<file path="src/rtl/chd_pkg.sv">
package chd_pkg;

  // Decimation method codes
  typedef enum logic [1:0] {
    CHD_DROP    = 2'd0,
    CHD_AVG     = 2'd1,
    CHD_COSITE  = 2'd2,
    CHD_OFFSITE = 2'd3
  } chd_method_e;

  // Per-line operating mode captured at start of line
  typedef struct packed {
    logic        h_en;
    chd_method_e method;
    logic        depth8;
  } chd_mode_t;

endpackage

</file>
<file path="src/rtl/chd_filter.sv">
module chd_filter
  import chd_pkg::*;
#(
  parameter int DW = 10
) (
  input  chd_method_e   method,
  input  logic [DW-1:0] l,
  input  logic [DW-1:0] e,
  input  logic [DW-1:0] o,
  input  logic [DW-1:0] r,
  output logic [DW-1:0] f
);
  localparam int SW = DW + 3;

  logic [SW-1:0] le, ee, oe, re;
  logic [SW-1:0] s_avg, s_co, s_off;

  always_comb begin
    le    = SW'(l);
    ee    = SW'(e);
    oe    = SW'(o);
    re    = SW'(r);
    s_avg = (ee + oe + SW'(1)) >> 1;
    s_co  = (le + (ee << 1) + oe + SW'(2)) >> 2;
    s_off = (le + (ee << 1) + ee + (oe << 1) + oe + re + SW'(4)) >> 3;
    case (method)
      CHD_DROP:    f = e;
      CHD_AVG:     f = s_avg[DW-1:0];
      CHD_COSITE:  f = s_co[DW-1:0];
      default:     f = s_off[DW-1:0];
    endcase
  end

endmodule

</file>
<file path="src/rtl/chd_quant.sv">
module chd_quant #(
  parameter int DW  = 10,
  parameter int LIM = (1 << DW) - 1
) (
  input  logic [DW-1:0] v,
  input  logic          depth8,
  output logic [DW-1:0] q
);
  localparam int          NW   = DW - 2;
  localparam logic [DW-1:0] HI   = DW'(LIM);
  localparam logic [DW:0]   NMAX = (DW+1)'((1 << NW) - 1);

  logic [DW-1:0] clamped;
  logic [DW:0]   rnd;

  always_comb begin
    clamped = (v > HI) ? HI : v;
    rnd     = ({1'b0, clamped} + (DW+1)'(2)) >> 2;
    if (depth8) begin
      q = (rnd > NMAX) ? NMAX[DW-1:0] : rnd[DW-1:0];
    end else begin
      q = clamped;
    end
  end

endmodule

</file>
<file path="src/rtl/chd_linectl.sv">
module chd_linectl
  import chd_pkg::*;
#(
  parameter int WW = 16
) (
  input  logic          clk,
  input  logic          rst_n,
  input  logic          in_vld,
  input  logic          in_sol,
  input  chd_mode_t     cfg_mode,
  input  logic [WW-1:0] cfg_width,
  output logic          acc,
  output logic          first,
  output logic          even,
  output logic          last,
  output chd_mode_t     cur_mode
);
  logic [WW-1:0] idx_q, idx_d;
  logic [WW-1:0] wid_q, wid_d;
  chd_mode_t     mode_q, mode_d;
  logic          act_q, act_d;
  logic [WW-1:0] cur_idx, w_eff;
  logic          ld;

  always_comb begin
    ld       = in_vld & in_sol;
    cur_idx  = in_sol ? '0 : idx_q;
    w_eff    = in_sol ? cfg_width : wid_q;
    cur_mode = in_sol ? cfg_mode : mode_q;
    acc      = in_vld & (in_sol | act_q) & (cur_idx < w_eff);
    first    = (cur_idx == '0);
    even     = ~cur_idx[0];
    last     = acc & (cur_idx == (w_eff - WW'(1)));
  end

  always_comb begin
    idx_d  = idx_q;
    wid_d  = wid_q;
    mode_d = mode_q;
    act_d  = act_q;
    if (ld) begin
      act_d  = 1'b1;
      wid_d  = cfg_width;
      mode_d = cfg_mode;
      idx_d  = acc ? WW'(1) : '0;
    end else if (acc) begin
      idx_d  = idx_q + WW'(1);
    end
  end

  always_ff @(posedge clk or negedge rst_n) begin
    if (!rst_n) begin
      idx_q  <= '0;
      wid_q  <= '0;
      mode_q <= '0;
      act_q  <= 1'b0;
    end else begin
      if (ld | acc) idx_q <= idx_d;
      if (ld) begin
        wid_q  <= wid_d;
        mode_q <= mode_d;
        act_q  <= act_d;
      end
    end
  end


  past_end_chk: assert property (@(posedge clk) disable iff (!rst_n)
    (acc && last) |=> (in_sol || !acc));

endmodule

</file>
<file path="src/rtl/chroma_hdown.sv">
module chroma_hdown
  import chd_pkg::*;
#(
  parameter int DW = 10,
  parameter int WW = 16
) (
  input  logic          clk,
  input  logic          rst_n,
  input  logic          cfg_h_en,
  input  logic          cfg_v_en,
  input  logic [1:0]    cfg_method,
  input  logic          cfg_depth8,
  input  logic [WW-1:0] cfg_width,
  input  logic          in_vld,
  input  logic          in_sol,
  input  logic [DW-1:0] in_y,
  input  logic [DW-1:0] in_cb,
  input  logic [DW-1:0] in_cr,
  output logic          o_vld,
  output logic          o_two,
  output logic [DW-1:0] o_y0,
  output logic [DW-1:0] o_y1,
  output logic [DW-1:0] o_cb,
  output logic [DW-1:0] o_cr,
  output logic          o_blk_en
);
  localparam int NC = 2;          // chroma components
  localparam int NQ = 4;          // components per beat
  localparam int BW = 1 + NQ * DW; // packed beat width

  chd_mode_t cfg_mode_w, cur_mode;
  logic      acc, first, even, last;

  assign cfg_mode_w = '{h_en: cfg_h_en, method: chd_method_e'(cfg_method), depth8: cfg_depth8};

  chd_linectl #(.WW(WW)) u_line (
    .clk      (clk),
    .rst_n    (rst_n),
    .in_vld   (in_vld),
    .in_sol   (in_sol),
    .cfg_mode (cfg_mode_w),
    .cfg_width(cfg_width),
    .acc      (acc),
    .first    (first),
    .even     (even),
    .last     (last),
    .cur_mode (cur_mode)
  );

  // Sliding window registers
  logic [NC-1:0][DW-1:0] new_c, prv_q, ev_q, od_q;
  logic [DW-1:0]         ev_y_q, od_y_q;
  logic                  ld_ev, ld_od;

  assign new_c = {in_cr, in_cb};
  assign ld_ev = acc & even;
  assign ld_od = acc & ~even;

  always_ff @(posedge clk or negedge rst_n) begin
    if (!rst_n) begin
      prv_q  <= '0;
      ev_q   <= '0;
      od_q   <= '0;
      ev_y_q <= '0;
      od_y_q <= '0;
    end else begin
      if (ld_ev) begin
        ev_q   <= new_c;
        ev_y_q <= in_y;
        prv_q  <= first ? new_c : od_q;
      end
      if (ld_od) begin
        od_q   <= new_c;
        od_y_q <= in_y;
      end
    end
  end

  // Candidate beats
  logic hen, main_v, tnow_v, byp_v, b_vld, c_vld;

  always_comb begin
    hen    = cur_mode.h_en;
    main_v = acc & hen & ((even & ~first) | (~even & last));
    tnow_v = acc & hen & even & last & first;
    byp_v  = acc & ~hen;
    b_vld  = main_v | tnow_v | byp_v;
    c_vld  = acc & hen & even & last & ~first;
  end

  logic [NC-1:0][DW-1:0] main_f, tail_f;

  for (genvar g = 0; g < NC; g++) begin : g_comp
    chd_filter #(.DW(DW)) u_main (
      .method(cur_mode.method),
      .l     (prv_q[g]),
      .e     (ev_q[g]),
      .o     (even ? od_q[g] : new_c[g]),
      .r     (new_c[g]),
      .f     (main_f[g])
    );
    chd_filter #(.DW(DW)) u_tail (
      .method(cur_mode.method),
      .l     (first ? new_c[g] : od_q[g]),
      .e     (new_c[g]),
      .o     (new_c[g]),
      .r     (new_c[g]),
      .f     (tail_f[g])
    );
  end

  // Raw component sets: 0 y0, 1 y1, 2 cb, 3 cr
  logic [NQ-1:0][DW-1:0] raw_b, raw_c, qb, qc;

  always_comb begin
    if (main_v) begin
      raw_b[0] = ev_y_q;
      raw_b[1] = even ? od_y_q : in_y;
      raw_b[2] = main_f[0];
      raw_b[3] = main_f[1];
    end else if (tnow_v) begin
      raw_b[0] = in_y;
      raw_b[1] = in_y;
      raw_b[2] = tail_f[0];
      raw_b[3] = tail_f[1];
    end else begin
      raw_b[0] = in_y;
      raw_b[1] = in_y;
      raw_b[2] = in_cb;
      raw_b[3] = in_cr;
    end
    raw_c[0] = in_y;
    raw_c[1] = in_y;
    raw_c[2] = tail_f[0];
    raw_c[3] = tail_f[1];
  end

  for (genvar q = 0; q < NQ; q++) begin : g_quant
    chd_quant #(.DW(DW)) u_qb (.v(raw_b[q]), .depth8(cur_mode.depth8), .q(qb[q]));
    chd_quant #(.DW(DW)) u_qc (.v(raw_c[q]), .depth8(cur_mode.depth8), .q(qc[q]));
  end

  logic [BW-1:0] beat_b, beat_c;
  assign beat_b = {main_v, qb[0], qb[1], qb[2], qb[3]};
  assign beat_c = {1'b0,   qc[0], qc[1], qc[2], qc[3]};

  // Output register and one-deep pending slot
  logic [BW-1:0] out_q, out_d, pend_q, pend_d;
  logic          ovld_q, ovld_d, pvld_q, pvld_d;

  always_comb begin
    out_d  = out_q;
    pend_d = pend_q;
    ovld_d = 1'b0;
    pvld_d = 1'b0;
    if (pvld_q) begin
      out_d  = pend_q;
      ovld_d = 1'b1;
      pend_d = b_vld ? beat_b : beat_c;
      pvld_d = b_vld | c_vld;
    end else if (b_vld) begin
      out_d  = beat_b;
      ovld_d = 1'b1;
      pend_d = beat_c;
      pvld_d = c_vld;
    end
  end

  always_ff @(posedge clk or negedge rst_n) begin
    if (!rst_n) begin
      out_q    <= '0;
      pend_q   <= '0;
      ovld_q   <= 1'b0;
      pvld_q   <= 1'b0;
      o_blk_en <= 1'b0;
    end else begin
      ovld_q   <= ovld_d;
      pvld_q   <= pvld_d;
      o_blk_en <= cfg_h_en | cfg_v_en;
      if (ovld_d) out_q  <= out_d;
      if (pvld_d) pend_q <= pend_d;
    end
  end

  assign o_vld = ovld_q;
  assign o_two = out_q[BW-1];
  assign o_y0  = out_q[4*DW-1 -: DW];
  assign o_y1  = out_q[3*DW-1 -: DW];
  assign o_cb  = out_q[2*DW-1 -: DW];
  assign o_cr  = out_q[DW-1:0];


  no_triple_chk: assert property (@(posedge clk) disable iff (!rst_n)
    !(pvld_q && b_vld && c_vld));


  tail_defer_chk: assert property (@(posedge clk) disable iff (!rst_n)
    c_vld |=> pvld_q);


  pend_drain_chk: assert property (@(posedge clk) disable iff (!rst_n)
    pvld_q |=> o_vld);


  byp_emit_chk: assert property (@(posedge clk) disable iff (!rst_n)
    byp_v |=> o_vld);


  main_emit_chk: assert property (@(posedge clk) disable iff (!rst_n)
    main_v |=> o_vld);

endmodule

</file>
<file path="config.mk">
export PLATFORM = sky130hd
export DESIGN_NAME = chroma_hdown
export DESIGN_NICKNAME = d
export VERILOG_FILES = /design/src/rtl/chd_pkg.sv /design/src/rtl/chd_filter.sv /design/src/rtl/chd_quant.sv /design/src/rtl/chd_linectl.sv /design/src/rtl/chroma_hdown.sv
export SDC_FILE = /design/constraint.sdc
export NUM_CORES = 1
export LEC_CHECK = 0
export CAP_MARGIN = 25
export CORE_ASPECT_RATIO = 0.5
export CORE_MARGIN = 3
export CORE_UTILIZATION = 40
export CTS_BUF_LIST = sky130_fd_sc_hd__clkbuf_8 sky130_fd_sc_hd__clkbuf_16
export CTS_CLUSTER_SIZE = 16
export DETAILED_ROUTE_END_ITERATION = 10
export PLACE_DENSITY = 0.63
export SYNTH_ARGS = -nofsm -noshare
export SYNTH_HDL_FRONTEND = slang
export SYNTH_SLANG_ARGS = --single-unit
export TNS_END_PERCENT = 1
</file>
<file path="constraint.sdc">
create_clock -name clk -period 21.7 [get_ports clk]
set_input_delay 2.17 -clock clk [delete_from_list [all_inputs] [get_ports clk]]
set_output_delay 2.17 -clock clk [all_outputs]
set_load 0.1 [all_outputs]
</file>
==> flow_metrics.env <==
export IMPL_status="finished clean"
export IMPL_ys_flop_type="dfrtp_1"
export IMPL_setup_slack_ns=12.43
export IMPL_dp_hpwl_um=53000
export IMPL_rr_startpoint="u_line.idx_q[0]$_DFFE_PN0P_"
export IMPL_critPathBufInv=3
export IMPL_cts_hold_buffers=0
export IMPL_reg2reg_slack_ns=13.06
export IMPL_grt_ovfl_total=0
export IMPL_reg2regPathDepth=25
export IMPL_final_util_pct=46.1
export IMPL_grt_max_degree=84
export IMPL_clock_latency_ns=0.57
export IMPL_critPathMaxStageDelay_ns=0.83
export IMPL_hold_violations=0
export IMPL_syn_area_per_cell_sq_um=8.50
export IMPL_setup_viol=0
export IMPL_synth_area_sq_um=21800
export IMPL_synth_async_reset_ratio_pct=100
export IMPL_cts_root_buf="clkbuf_16"
export IMPL_grt_first_pass_wirelength_um=111000
export IMPL_drtAntennaViolNets=0
export IMPL_antenna_found_initial=1
export IMPL_end_kind="register"
export IMPL_die_area_sq_um=57400
export IMPL_busiest_layer="met2"
export IMPL_cts_sinks=202
export IMPL_setup_tns_ns=0
export IMPL_synth_cell_types=96
export IMPL_io_pins=98
export IMPL_num_rows=59
export IMPL_yosysWarnings=0
export IMPL_met2_usage_pct=36.5
export IMPL_critical_path_top_delay_family="compound AO/OA/AOI/OAI gates"
export IMPL_crit_type="in2reg"
export IMPL_placed_cells=3262
export IMPL_drc=0
export IMPL_period_needed_ns=9.27
export IMPL_max_slew_margin_pct=27.9
export IMPL_core_area_sq_um=52900
export IMPL_crit_slowest_cell="o311ai_1"
export IMPL_grtUsageTotal_pct=24.5
export IMPL_ctsResizeCount=0
export IMPL_area_delta_synth_final_pct=12.0
export IMPL_cts_setup_buffers=0
export IMPL_startpoint_type="input port"
export IMPL_maxCapViolCount=0
export IMPL_final_cell_mix="nand2_1, dfrtp_1, ha_1"
export IMPL_portBuffers=97
export IMPL_cts_tree="built"
export IMPL_final_common_cell="nand2_1"
export IMPL_viasPerCell=6.06
export IMPL_ctsLongestPathBuffers=3
export IMPL_required_ns=22.15
export IMPL_skew_ns=0.0282
export IMPL_cp_depth=22
export IMPL_slew_viol_final=0
export IMPL_worstPathArrival_ns=9.72
export IMPL_synth_edf_count=0
export IMPL_hold_path_depth=1
export IMPL_post_route_period_util_pct=42.7
export IMPL_worstMarginPinSlew_ns=1.08
export IMPL_drtIter0Drc=1909
export IMPL_timing_fmax_ghz=0.108
export IMPL_wl_per_cell_um=21.6
export IMPL_grt_use_met1_pct=35.6
export IMPL_setup_worst_path_start="in_cr[4]"
export IMPL_grt_setup_unrepaired="no"
export IMPL_crit_chain="clkdlybuf4s50_1, inv_1, o21ai_0, fa_1, ha_1, o21ai_0, or2_2, o311ai_1, ha_1, ha_1, nor3_1, a21oi_1, a31oi_1, xor2_1, o21ai_0, a31oi_1, inv_1, a211oi_1, or4_1, o21ai_2, o32a_1, a221o_1"
export IMPL_layout_nets=2916
export IMPL_final_cells=3309
export IMPL_drive_gt1_share_pct=8.55
export IMPL_ys_ff_latch=202
export IMPL_use_met3_pct=5.76
export IMPL_grt_pass1_vias=19300
export IMPL_dp_slack_ns=12.01
export IMPL_vias=20100
export IMPL_hold_class="reg2reg"
export IMPL_min_to="pend_q[38]$_DFFE_PN0P_"
export IMPL_syn_instance_count=2561
export IMPL_n_antenna_cell=0
export IMPL_routed_wirelength_um=71500
export IMPL_cts_max_level=1
export IMPL_syn_nets=2887
export IMPL_die_h_um=171
export IMPL_yosysSeqAreaShare_pct=23.2
export IMPL_path_max_fanout=9
export IMPL_cts_made_buffers=24
export IMPL_initial_core_util_pct=41.2
export IMPL_clk_pin_slew_ns=0.06
export IMPL_fillers=5169
export IMPL_drtPass1Iterations=5
export IMPL_die_w_um=336
export IMPL_reg2reg_to="out_q[0]$_DFFE_PN0P_"
export IMPL_min_from="pend_q[38]$_DFFE_PN0P_"
export IMPL_place_congestion=0.948
-- routing by layer --
| metal | share of wire (%) | wire length [um] |
|---|---|---|
| met1 | 47 | 33500 |
| met2 | 42 | 29800 |
| met3 | 8.8 | 6290 |
| met4 | 2.7 | 1910 |
| met5 | 0.017 | 12 |
-- worst reg2reg max path: cells and delay by family, from the launching register on --
| kind | cells | cell delay [ns] |
|---|---|---|
| adders and majority gates | 5 | 1.82 |
| xor gates and xnor gates | 1 | 0.15 |
| buffers and inverters | 2 | 0.53 |
| DFF | 1 | 0.53 |
| and+or+nand+nor | 5 | 1.76 |
| AOI/OAI and AO/OA | 12 | 3.74 |
-- cell families after synthesis --
family / share of synthesized area [%]
flip-flops: 23.2
adder cells (fa/ha/maj): 18.6
XOR/XNOR: 5.78
AND/OR/NAND/NOR: 17.9
multiplexers: 7.61
buffers and inverters: 4.93
AO/OA/AOI/OAI: 22.0
-- cell usage after synthesis, drive strengths merged (62+ instances only) --
| cell | number | area [sq um] |
|---|---|---|
| nand2 | 304 | 1140 |
| dfrtp | 202 | 5050 |
| nor2 | 158 | 601 |
| mux2i | 72 | 721 |
| xnor2 | 79 | 692 |
| clkbuf | 93 | 349 |
| inv | 145 | 544 |
| ha | 185 | 2310 |
| o21ai | 168 | 845 |
| a21oi | 151 | 759 |
| mux2 | 83 | 935 |
| xor2 | 62 | 543 |
| fa | 86 | 1720 |
-- through the flow --
stage | cell area (sq um) | hold WS (ns)
floorplan | 21800 | 0.438
global placement | 23400 | 0.454
detailed placement | 23400 | 0.459
CTS | 24300 | 0.479
global route | 24400 | 0.499
finish | 24400 | 0.477
-- worst max-delay path by stage --
stage	slack, ns	end
final	12.43	out_q[0]$_DFFE_PN0P_
after global routing	11.87	out_q[1]$_DFFE_PN0P_
after CTS	12.59	out_q[0]$_DFFE_PN0P_
after detailed placement	12.01	out_q[0]$_DFFE_PN0P_
after global placement	12.24	out_q[1]$_DFFE_PN0P_
after floorplan	11.43	out_q[11]$_DFFE_PN0P_
-- flip-flops by register name, indices dropped and copies added (netlist names), 16 cells and up --
signal        flops
pend_q           41
u_line.wid_q     16
prv_q            20
out_q            41
u_line.idx_q     16
ev_q             20
od_q             20
-- layout make-up --
class | count | area, sq um | area share [%]
clock buffers | 30 | 683 | 2.80
clock inverters | 14 | 193 | 0.791
inverters | 146 | 548 | 2.25
multi-input cells | 2082 | 15700 | 64.5
flip-flops and latches | 202 | 5060 | 20.7
well taps | 701 | 877 | 3.60
repair buffers | 134 | 1290 | 5.29
Power is left out: the tool's default activity adds up to more than one toggle a clock period on the data nets, which glitch-free logic cannot reach.
